**src/rtl/link_cal_pkg.sv**
```systemverilog
// Shared types for the link calibration sequencer.
// Assumes: nothing beyond IEEE 1800-2017.
package link_cal_pkg;

    typedef enum logic [3:0] {
        S_IDLE,
        S_TX_SETTLE,
        S_TX_CHECK,
        S_TX_GAP,
        S_CLK_ON,
        S_CLK_WAIT,
        S_PG_WAIT,
        S_RX_GO,
        S_RX_SETTLE,
        S_RX_CHECK,
        S_RX_GAP,
        S_CLK_OFF,
        S_OFF_WAIT
    } seq_state_e;

    function automatic int unsigned max_u(input int unsigned a, input int unsigned b);
        return (a > b) ? a : b;
    endfunction

endpackage

```
**src/rtl/cal_delay_timer.sv**
```systemverilog
// Single down-counter used for every wait of the sequencer.
// Loading value V makes expired_o go high V cycles after the load edge.
// Assumes: load_i is a one-cycle strobe from the owning state machine.
module cal_delay_timer #(
    parameter int unsigned W = 8
) (
    input  logic         clk,
    input  logic         rst_n,
    input  logic         load_i,
    input  logic [W-1:0] value_i,
    output logic         expired_o
);
    logic [W-1:0] cnt_q;

    // Load on strobe, otherwise count down to zero and hold.
    always_ff @(posedge clk) begin
        if (!rst_n)             cnt_q <= '0;
        else if (load_i)        cnt_q <= value_i;
        else if (cnt_q != '0)   cnt_q <= cnt_q - 1'b1;
    end

    assign expired_o = (cnt_q == '0);
endmodule

```
**src/rtl/cal_poll_counter.sv**
```systemverilog
// Counts status checks of the active poll loop.
// last_o is high while the check in progress is number limit_i.
// Assumes: limit_i >= 1 and is stable during a loop.
module cal_poll_counter #(
    parameter int unsigned W = 8
) (
    input  logic         clk,
    input  logic         rst_n,
    input  logic         clear_i,
    input  logic         step_i,
    input  logic [W-1:0] limit_i,
    output logic         last_o
);
    logic [W-1:0] cnt_q;

    // Clear when a poll loop begins, advance once per check.
    always_ff @(posedge clk) begin
        if (!rst_n)        cnt_q <= '0;
        else if (clear_i)  cnt_q <= '0;
        else if (step_i)   cnt_q <= cnt_q + 1'b1;
    end

    assign last_o = (cnt_q == limit_i - 1'b1);
endmodule

```
**src/rtl/link_cal_seq.sv**
```systemverilog
// Sequencer for transmit impedance then receive DC calibration of one
// link group. It runs both poll loops, captures the impedance results,
// and handles lane-flag and clock handover around the receive phase.
// Assumes: engine status inputs are held levels; all *_CYC >= 1, POLLS >= 1.
module link_cal_seq #(
    parameter int unsigned TX_SETTLE_CYC  = 1_000_000,
    parameter int unsigned TX_GAP_CYC     = 500,
    parameter int unsigned TX_POLLS       = 200,
    parameter int unsigned CLK_SETTLE_CYC = 7_500,
    parameter int unsigned PG_SETTLE_CYC  = 250,
    parameter int unsigned RX_SETTLE_CYC  = 5_000_000,
    parameter int unsigned RX_GAP_CYC     = 500_000,
    parameter int unsigned RX_POLLS       = 200,
    parameter int unsigned OFF_SETTLE_CYC = 5_525,
    parameter int unsigned LANES          = 24,
    parameter int unsigned RES_W          = 9,
    parameter int unsigned DEF_4R         = 100
) (
    input  logic             clk,
    input  logic             rst_n,
    input  logic             start_i,
    output logic             busy_o,
    output logic             done_o,
    output logic             tx_cal_req_o,
    input  logic             tx_cal_done_i,
    input  logic             tx_cal_err_i,
    input  logic [RES_W-1:0] tx_p_res_i,
    input  logic [RES_W-1:0] tx_n_res_i,
    output logic [RES_W-1:0] p_4r_o,
    output logic [RES_W-1:0] n_4r_o,
    output logic [LANES-1:0] lane_invalid_o,
    output logic             clk_ref_sel_o,
    output logic             clk_ovr_o,
    output logic             pll_pgood_o,
    output logic             rx_done_clr_o,
    output logic             rx_start_o,
    input  logic             rx_cal_done_i,
    output logic             tx_err_o,
    output logic             tx_tmo_o,
    output logic             rx_tmo_o
);
    import link_cal_pkg::*;

    localparam int unsigned MAX_D = max_u(max_u(max_u(TX_SETTLE_CYC, TX_GAP_CYC),
                                                max_u(CLK_SETTLE_CYC, PG_SETTLE_CYC)),
                                          max_u(max_u(RX_SETTLE_CYC, RX_GAP_CYC),
                                                OFF_SETTLE_CYC));
    localparam int unsigned TW = $clog2(MAX_D + 1);
    localparam int unsigned PW = $clog2(max_u(TX_POLLS, RX_POLLS) + 1);

    seq_state_e      state_q, nxt;
    logic            tmr_load, tmr_exp;
    logic [TW-1:0]   tmr_val;
    logic            pc_clear, pc_step, pc_last;
    logic [PW-1:0]   pc_limit;
    logic            tx_end;

    assign tx_end = tx_cal_done_i | tx_cal_err_i | pc_last;

    // Next-state selection.
    always_comb begin
        nxt = state_q;
        case (state_q)
            S_IDLE:      if (start_i) nxt = S_TX_SETTLE;
            S_TX_SETTLE: if (tmr_exp) nxt = S_TX_CHECK;
            S_TX_CHECK:  nxt = tx_end ? S_CLK_ON : S_TX_GAP;
            S_TX_GAP:    if (tmr_exp) nxt = S_TX_CHECK;
            S_CLK_ON:    nxt = S_CLK_WAIT;
            S_CLK_WAIT:  if (tmr_exp) nxt = S_PG_WAIT;
            S_PG_WAIT:   if (tmr_exp) nxt = S_RX_GO;
            S_RX_GO:     nxt = S_RX_SETTLE;
            S_RX_SETTLE: if (tmr_exp) nxt = S_RX_CHECK;
            S_RX_CHECK:  nxt = rx_cal_done_i ? S_CLK_OFF : (pc_last ? S_IDLE : S_RX_GAP);
            S_RX_GAP:    if (tmr_exp) nxt = S_RX_CHECK;
            S_CLK_OFF:   nxt = S_OFF_WAIT;
            S_OFF_WAIT:  if (tmr_exp) nxt = S_IDLE;
            default:     nxt = S_IDLE;
        endcase
    end

    // Timer reload value chosen by the wait state being entered.
    always_comb begin
        tmr_load = (nxt != state_q);
        case (nxt)
            S_TX_SETTLE: tmr_val = TW'(TX_SETTLE_CYC - 1);
            S_TX_GAP:    tmr_val = TW'(TX_GAP_CYC - 1);
            S_CLK_WAIT:  tmr_val = TW'(CLK_SETTLE_CYC - 1);
            S_PG_WAIT:   tmr_val = TW'(PG_SETTLE_CYC - 1);
            S_RX_SETTLE: tmr_val = TW'(RX_SETTLE_CYC - 1);
            S_RX_GAP:    tmr_val = TW'(RX_GAP_CYC - 1);
            S_OFF_WAIT:  tmr_val = TW'(OFF_SETTLE_CYC - 1);
            default:     tmr_val = '0;
        endcase
    end

    // Poll counter control: clear on loop entry, step on every check.
    assign pc_clear = tmr_load && ((nxt == S_TX_SETTLE) || (nxt == S_RX_SETTLE));
    assign pc_step  = (state_q == S_TX_CHECK) || (state_q == S_RX_CHECK);
    assign pc_limit = (state_q == S_RX_CHECK) ? PW'(RX_POLLS) : PW'(TX_POLLS);

    cal_delay_timer #(.W(TW)) u_timer (
        .clk       (clk),
        .rst_n     (rst_n),
        .load_i    (tmr_load),
        .value_i   (tmr_val),
        .expired_o (tmr_exp)
    );

    cal_poll_counter #(.W(PW)) u_polls (
        .clk     (clk),
        .rst_n   (rst_n),
        .clear_i (pc_clear),
        .step_i  (pc_step),
        .limit_i (pc_limit),
        .last_o  (pc_last)
    );

    // State register and registered control outputs.
    always_ff @(posedge clk) begin
        if (!rst_n) begin
            state_q        <= S_IDLE;
            tx_cal_req_o   <= 1'b0;
            done_o         <= 1'b0;
            p_4r_o         <= '0;
            n_4r_o         <= '0;
            lane_invalid_o <= '1;
            clk_ref_sel_o  <= 1'b0;
            clk_ovr_o      <= 1'b0;
            pll_pgood_o    <= 1'b0;
            rx_start_o     <= 1'b0;
            tx_err_o       <= 1'b0;
            tx_tmo_o       <= 1'b0;
            rx_tmo_o       <= 1'b0;
        end else begin
            state_q      <= nxt;
            tx_cal_req_o <= 1'b0;
            done_o       <= 1'b0;
            case (state_q)
                S_IDLE: if (start_i) begin
                    tx_cal_req_o <= 1'b1;
                    tx_err_o     <= 1'b0;
                    tx_tmo_o     <= 1'b0;
                    rx_tmo_o     <= 1'b0;
                end
                S_TX_CHECK: if (tx_end) begin
                    tx_err_o       <= tx_cal_err_i;
                    tx_tmo_o       <= ~(tx_cal_done_i | tx_cal_err_i);
                    lane_invalid_o <= '0;
                    if (tx_cal_done_i) begin
                        p_4r_o <= tx_p_res_i >> 1;
                        n_4r_o <= tx_n_res_i >> 1;
                    end else begin
                        p_4r_o <= RES_W'(DEF_4R);
                        n_4r_o <= RES_W'(DEF_4R);
                    end
                end
                S_CLK_ON: begin
                    clk_ref_sel_o <= 1'b1;
                    clk_ovr_o     <= 1'b1;
                end
                S_CLK_WAIT: if (tmr_exp) pll_pgood_o <= 1'b1;
                S_RX_GO:    rx_start_o <= 1'b1;
                S_RX_CHECK: begin
                    if (rx_cal_done_i) begin
                        rx_start_o <= 1'b0;
                    end else if (pc_last) begin
                        rx_tmo_o <= 1'b1;
                        done_o   <= 1'b1;
                    end
                end
                S_CLK_OFF: begin
                    clk_ref_sel_o <= 1'b0;
                    clk_ovr_o     <= 1'b0;
                    pll_pgood_o   <= 1'b0;
                end
                S_OFF_WAIT: if (tmr_exp) begin
                    lane_invalid_o <= '1;
                    done_o         <= 1'b1;
                end
                default: ;
            endcase
        end
    end

    assign busy_o        = (state_q != S_IDLE);
    assign rx_done_clr_o = (state_q == S_RX_GO);

    // Request is a single-cycle pulse.
    assert_req_pulse_R2: assert property (@(posedge clk) disable iff (!rst_n)
        tx_cal_req_o |=> !tx_cal_req_o);

    // Busy only begins in response to a start request.
    assert_busy_from_start_R2: assert property (@(posedge clk) disable iff (!rst_n)
        $rose(busy_o) |-> $past(start_i));

    // Power-good only while the clock handover is in place.
    assert_pgood_needs_ref_R6: assert property (@(posedge clk) disable iff (!rst_n)
        pll_pgood_o |-> (clk_ref_sel_o && clk_ovr_o));

    // Receive run is preceded by a clear of its done flag.
    assert_clr_before_run_R6: assert property (@(posedge clk) disable iff (!rst_n)
        $rose(rx_start_o) |-> $past(rx_done_clr_o));

    // While the receive engine runs, every lane is enabled.
    assert_lanes_open_R6: assert property (@(posedge clk) disable iff (!rst_n)
        rx_start_o |-> (lane_invalid_o == '0));

    // Completion pulse lasts one cycle and coincides with idle.
    assert_done_pulse_R8: assert property (@(posedge clk) disable iff (!rst_n)
        done_o |-> (!busy_o ##1 !done_o));

    // A clean finish leaves lanes flagged and the clock released.
    assert_clean_finish_R8: assert property (@(posedge clk) disable iff (!rst_n)
        (done_o && !rx_tmo_o) |-> ((&lane_invalid_o) && !clk_ref_sel_o && !rx_start_o));

    // A receive timeout skips the teardown.
    assert_tmo_no_teardown_R9: assert property (@(posedge clk) disable iff (!rst_n)
        (done_o && rx_tmo_o) |-> (rx_start_o && pll_pgood_o));

    // Sticky flags are cleared when a new sequence is accepted.
    assert_flags_cleared_R10: assert property (@(posedge clk) disable iff (!rst_n)
        $rose(busy_o) |-> (!tx_err_o && !tx_tmo_o && !rx_tmo_o));
endmodule

```
**config.mk**
```make
export PLATFORM = sky130hd
export DESIGN_NAME = link_cal_seq
export DESIGN_NICKNAME = d
export VERILOG_FILES = /design/src/rtl/link_cal_pkg.sv /design/src/rtl/cal_delay_timer.sv /design/src/rtl/cal_poll_counter.sv /design/src/rtl/link_cal_seq.sv
export SDC_FILE = /design/constraint.sdc
export NUM_CORES = 1
export LEC_CHECK = 0
export BUFFER_PORTS_ARGS = -buffer_cell sky130_fd_sc_hd__buf_2
export CORE_UTILIZATION = 58
export CTS_CLUSTER_DIAMETER = 200
export DETAILED_ROUTE_END_ITERATION = 16
export PLACE_DENSITY = 0.86
export SYNTH_ARGS = -nofsm -noshare
export SYNTH_HDL_FRONTEND = slang
export SYNTH_SLANG_ARGS = --single-unit
```
**constraint.sdc**
```tcl
create_clock -name clk -period 5.8 [get_ports clk]
set_input_delay 0.87 -clock clk [delete_from_list [all_inputs] [get_ports clk]]
set_output_delay 0.87 -clock clk [all_outputs]
set_load 0.01 [all_outputs]
```
==> results.md <==
- Synth cell count leaders: 60 x dfxtp_1, 57 x nor2_1, 30 x nand2_1
- Netlist cell types: 67
- Relative slew slack: 0.506
- Vias in the first global route: 2,770
- Worst Skew: between 0.009 and 0.01 ns
- Synth area leaders: dfxtp_1 36%, nor2_1 6.4%, buf_4 5.8%, xor2_1 3.4%, nand2_1 3.4%
- Critical path endpoint category: flop
- Register area: 0.00120 mm²
- Finished Layout Cells: 513
- Pins Over Slew Limit: 0
- Input/output buffers: 72
- Max Used Layer: met4
- Final RePlAce weighted congestion: 0.882
- Worst IR Drop VDD: 0.000252 V
- Post_cts resized: 0
- Worst path required time: 6.01 ns
- DRT iter0 DRCs: 267
- Largest net degree at the start of global routing: 26
- Via Count: 3,088
- Pwr/cell area: 484 mW/mm²
- First-pass GRT wire length: 12.8 mm
- Synth-to-Final Area Change: 12.7%
- WL met1: 3.40 mm
- Async SR Flop Fraction: 0
- Clock Sink Count: 60
- Fin. Hold Viols: 0
- Fin crit period: 3.23 ns
- Setup_tns: 0 ns
- Worst-path clk slew: ~0.07 ns
- Synth Register Bits: 60
- Share of cells above drive strength 1: 0.263
- Initial core utilization: 0.602
- Vias/cell: 6.02
- Wire per inst: 14.9 µm
- Crit Path Class: reg -> reg
- Startpoint types: flop
- Core footprint: ~0.0055 mm²
- Slew at the pin closest to its max-slew limit: 0.741 ns
- CP Data Arrival Time: 3.43 ns
- RSZ-0062 raised after global routing: false
- Leading area contributor after synthesis: dfxtp_1
- Post-route ant nets: 0
- Hold buffers post-CTS: 0
- Total length of routed wires: 7.65 mm
- Final period util: 0.556
- Max Clk Rate: a little over 300 MHz
- Post-synth EDFFs: 0
- Reg2Reg Setup Slack: 2.57 ns
- Placed insts: 497
- Syn Inst Count: 397
- Yosys top cell area share: 0.360
- Post-CTS setup buffers: 0
- Hpwl dp: roughly 5.4 mm
- Run status: completed
- Most frequent cell after synthesis: dfxtp_1
- Met3 wire length: 471 µm
- Pre-antenna DRT Iters: 5
- H-tree depth: 3
- Max Cap Viol: 0
- Antenna diode count: 0
- Ys flop type: dfxtp_1
- Sequential-to-total area share from yosys stat: 0.360
- Met2 wire length: 3.55 mm
- Num rows: 27
- CTS Buf Count: 9
- Endpoints failing setup: 0
- Final #Nets: 462
- Die area: 0.00606 mm²
- Crit-path max FO: 25
- Post-layout power: 1.82 mW
- Remaining Overflow, GRT: 0
- Synth warnings: 0
- Die outline width: 77.9 µm
- Synth Cell Area: 0.00334 mm²
- Multi-input logic area: between 0.0015 and 0.002 mm²
- Hold Path Class: reg -> reg
- Synthesized area per cell: between 8 and 9 µm²
- Number of remaining DRC errors: 0
- Die Y: 77.9 µm
- Leakage power: between 1.5 and 2 nW
- Clock buffer depth: 2
- Skew-Pair Late Insertion Delay: around 0.35 ns
- Initial antenna violation count: 0
- Filler instances: 450
- Root Driver: clkbuf_8
- CTS tree: done
- IO Count: 77
- Tot GR Track Use: 0.268
[kinds of logic (layout without fill, tap and decap cells)]
family                     after synthesis  count (layout)  share of synthesized area
AOI/OAI and AO/OA                       98              98                      0.227
xor gates and xnor gates                25              25                     0.0656
adders and majority gates                2               2                    0.00750
buffers and inverters                   54              97                     0.0930
DFF                                     60              60                      0.360
muxes                                    2               2                    0.00600
other                                    1               2                    0.00112
and+or+nand+nor                        155             155                      0.240
[worst max-delay path, stage by stage, from the launching register on]
cell and delay (ns):
dfxtp_1 0.32, inv_1 0.09, ha_1 0.21, or4b_1 0.60
nor3_4 0.42, a32o_2 0.29, a211oi_1 0.10, o21a_2 0.42
nor3_1 0.47, a221oi_1 0.16
[stage by stage]
step	instance area, µm²	hold WS, ns	utilization	worst slack (ns)
after floorplan	3340	0.480	-	3.13
after global placement	3510	0.471	0.634	2.71
after detailed placement	3510	0.490	0.634	2.62
after CTS	3760	0.508	0.679	2.60
after global routing	3760	0.537	0.679	2.37
final	3760	0.502	0.679	2.57
[routing by layer]
metal  GRT usage  vias to the layer above
met5           0                        -
met4       0.119                        0
li1            -                     1492
met1       0.349                     1445
met3      0.0624                       24
met2       0.419                      127
[cells in the final DEF, fill, tap and decap left out, drive strengths merged, types with 8 or more instances in the layout]
| cell | count |
|---|---|
| buf | 72 |
| dfxtp | 60 |
| nor2 | 57 |
| nand2 | 30 |
| a21oi | 18 |
| nor3 | 14 |
| xor2 | 13 |
| o21ai | 13 |
| xnor2 | 12 |
| a22oi | 12 |
| inv | 10 |
| nor4 | 9 |
| clkbuf | 9 |
| nand3 | 8 |
[area by class of cell]
cell class              instances  area share
multi-input cells             284       0.486
flip-flops and latches         60       0.319
repair buffers                 72      0.0958
clock buffers                   9      0.0329
clock inverters                 7      0.0329
well taps                      72      0.0239
inverters                       9     0.00898
[path summary, 6_finish.rpt]
check	cells past startpoint	end	startpoint
setup reg to reg	9	u_timer.cnt_q[18]$_SDFFE_PN0P_	u_timer.cnt_q[0]$_SDFFE_PN0P_
setup / recovery	9	u_timer.cnt_q[18]$_SDFFE_PN0P_	u_timer.cnt_q[0]$_SDFFE_PN0P_
hold reg to reg	1	rx_tmo_o$_SDFFE_PN0P_	rx_tmo_o$_SDFFE_PN0P_
hold / removal	1	rx_tmo_o$_SDFFE_PN0P_	rx_tmo_o$_SDFFE_PN0P_
[power by group]
part	switching (mW)	internal [mW]
Combinational	0.461	0.320
Clock	0.179	0.288
Sequential	0.0925	0.479
Total	0.733	1.09
[sequential cells by signal, summed over array words and instances, names as in the netlist]
signal and count:
u_timer.cnt_q 23, n_4r_o 8, p_4r_o 8, u_polls.cnt_q 8, state_q 4, clk_ovr_o 1
done_o 1, lane_invalid_o 1, pll_pgood_o 1, rx_start_o 1, rx_tmo_o 1, tx_cal_req_o 1
tx_err_o 1, tx_tmo_o 1
Power figures use the tool's default switching activity.
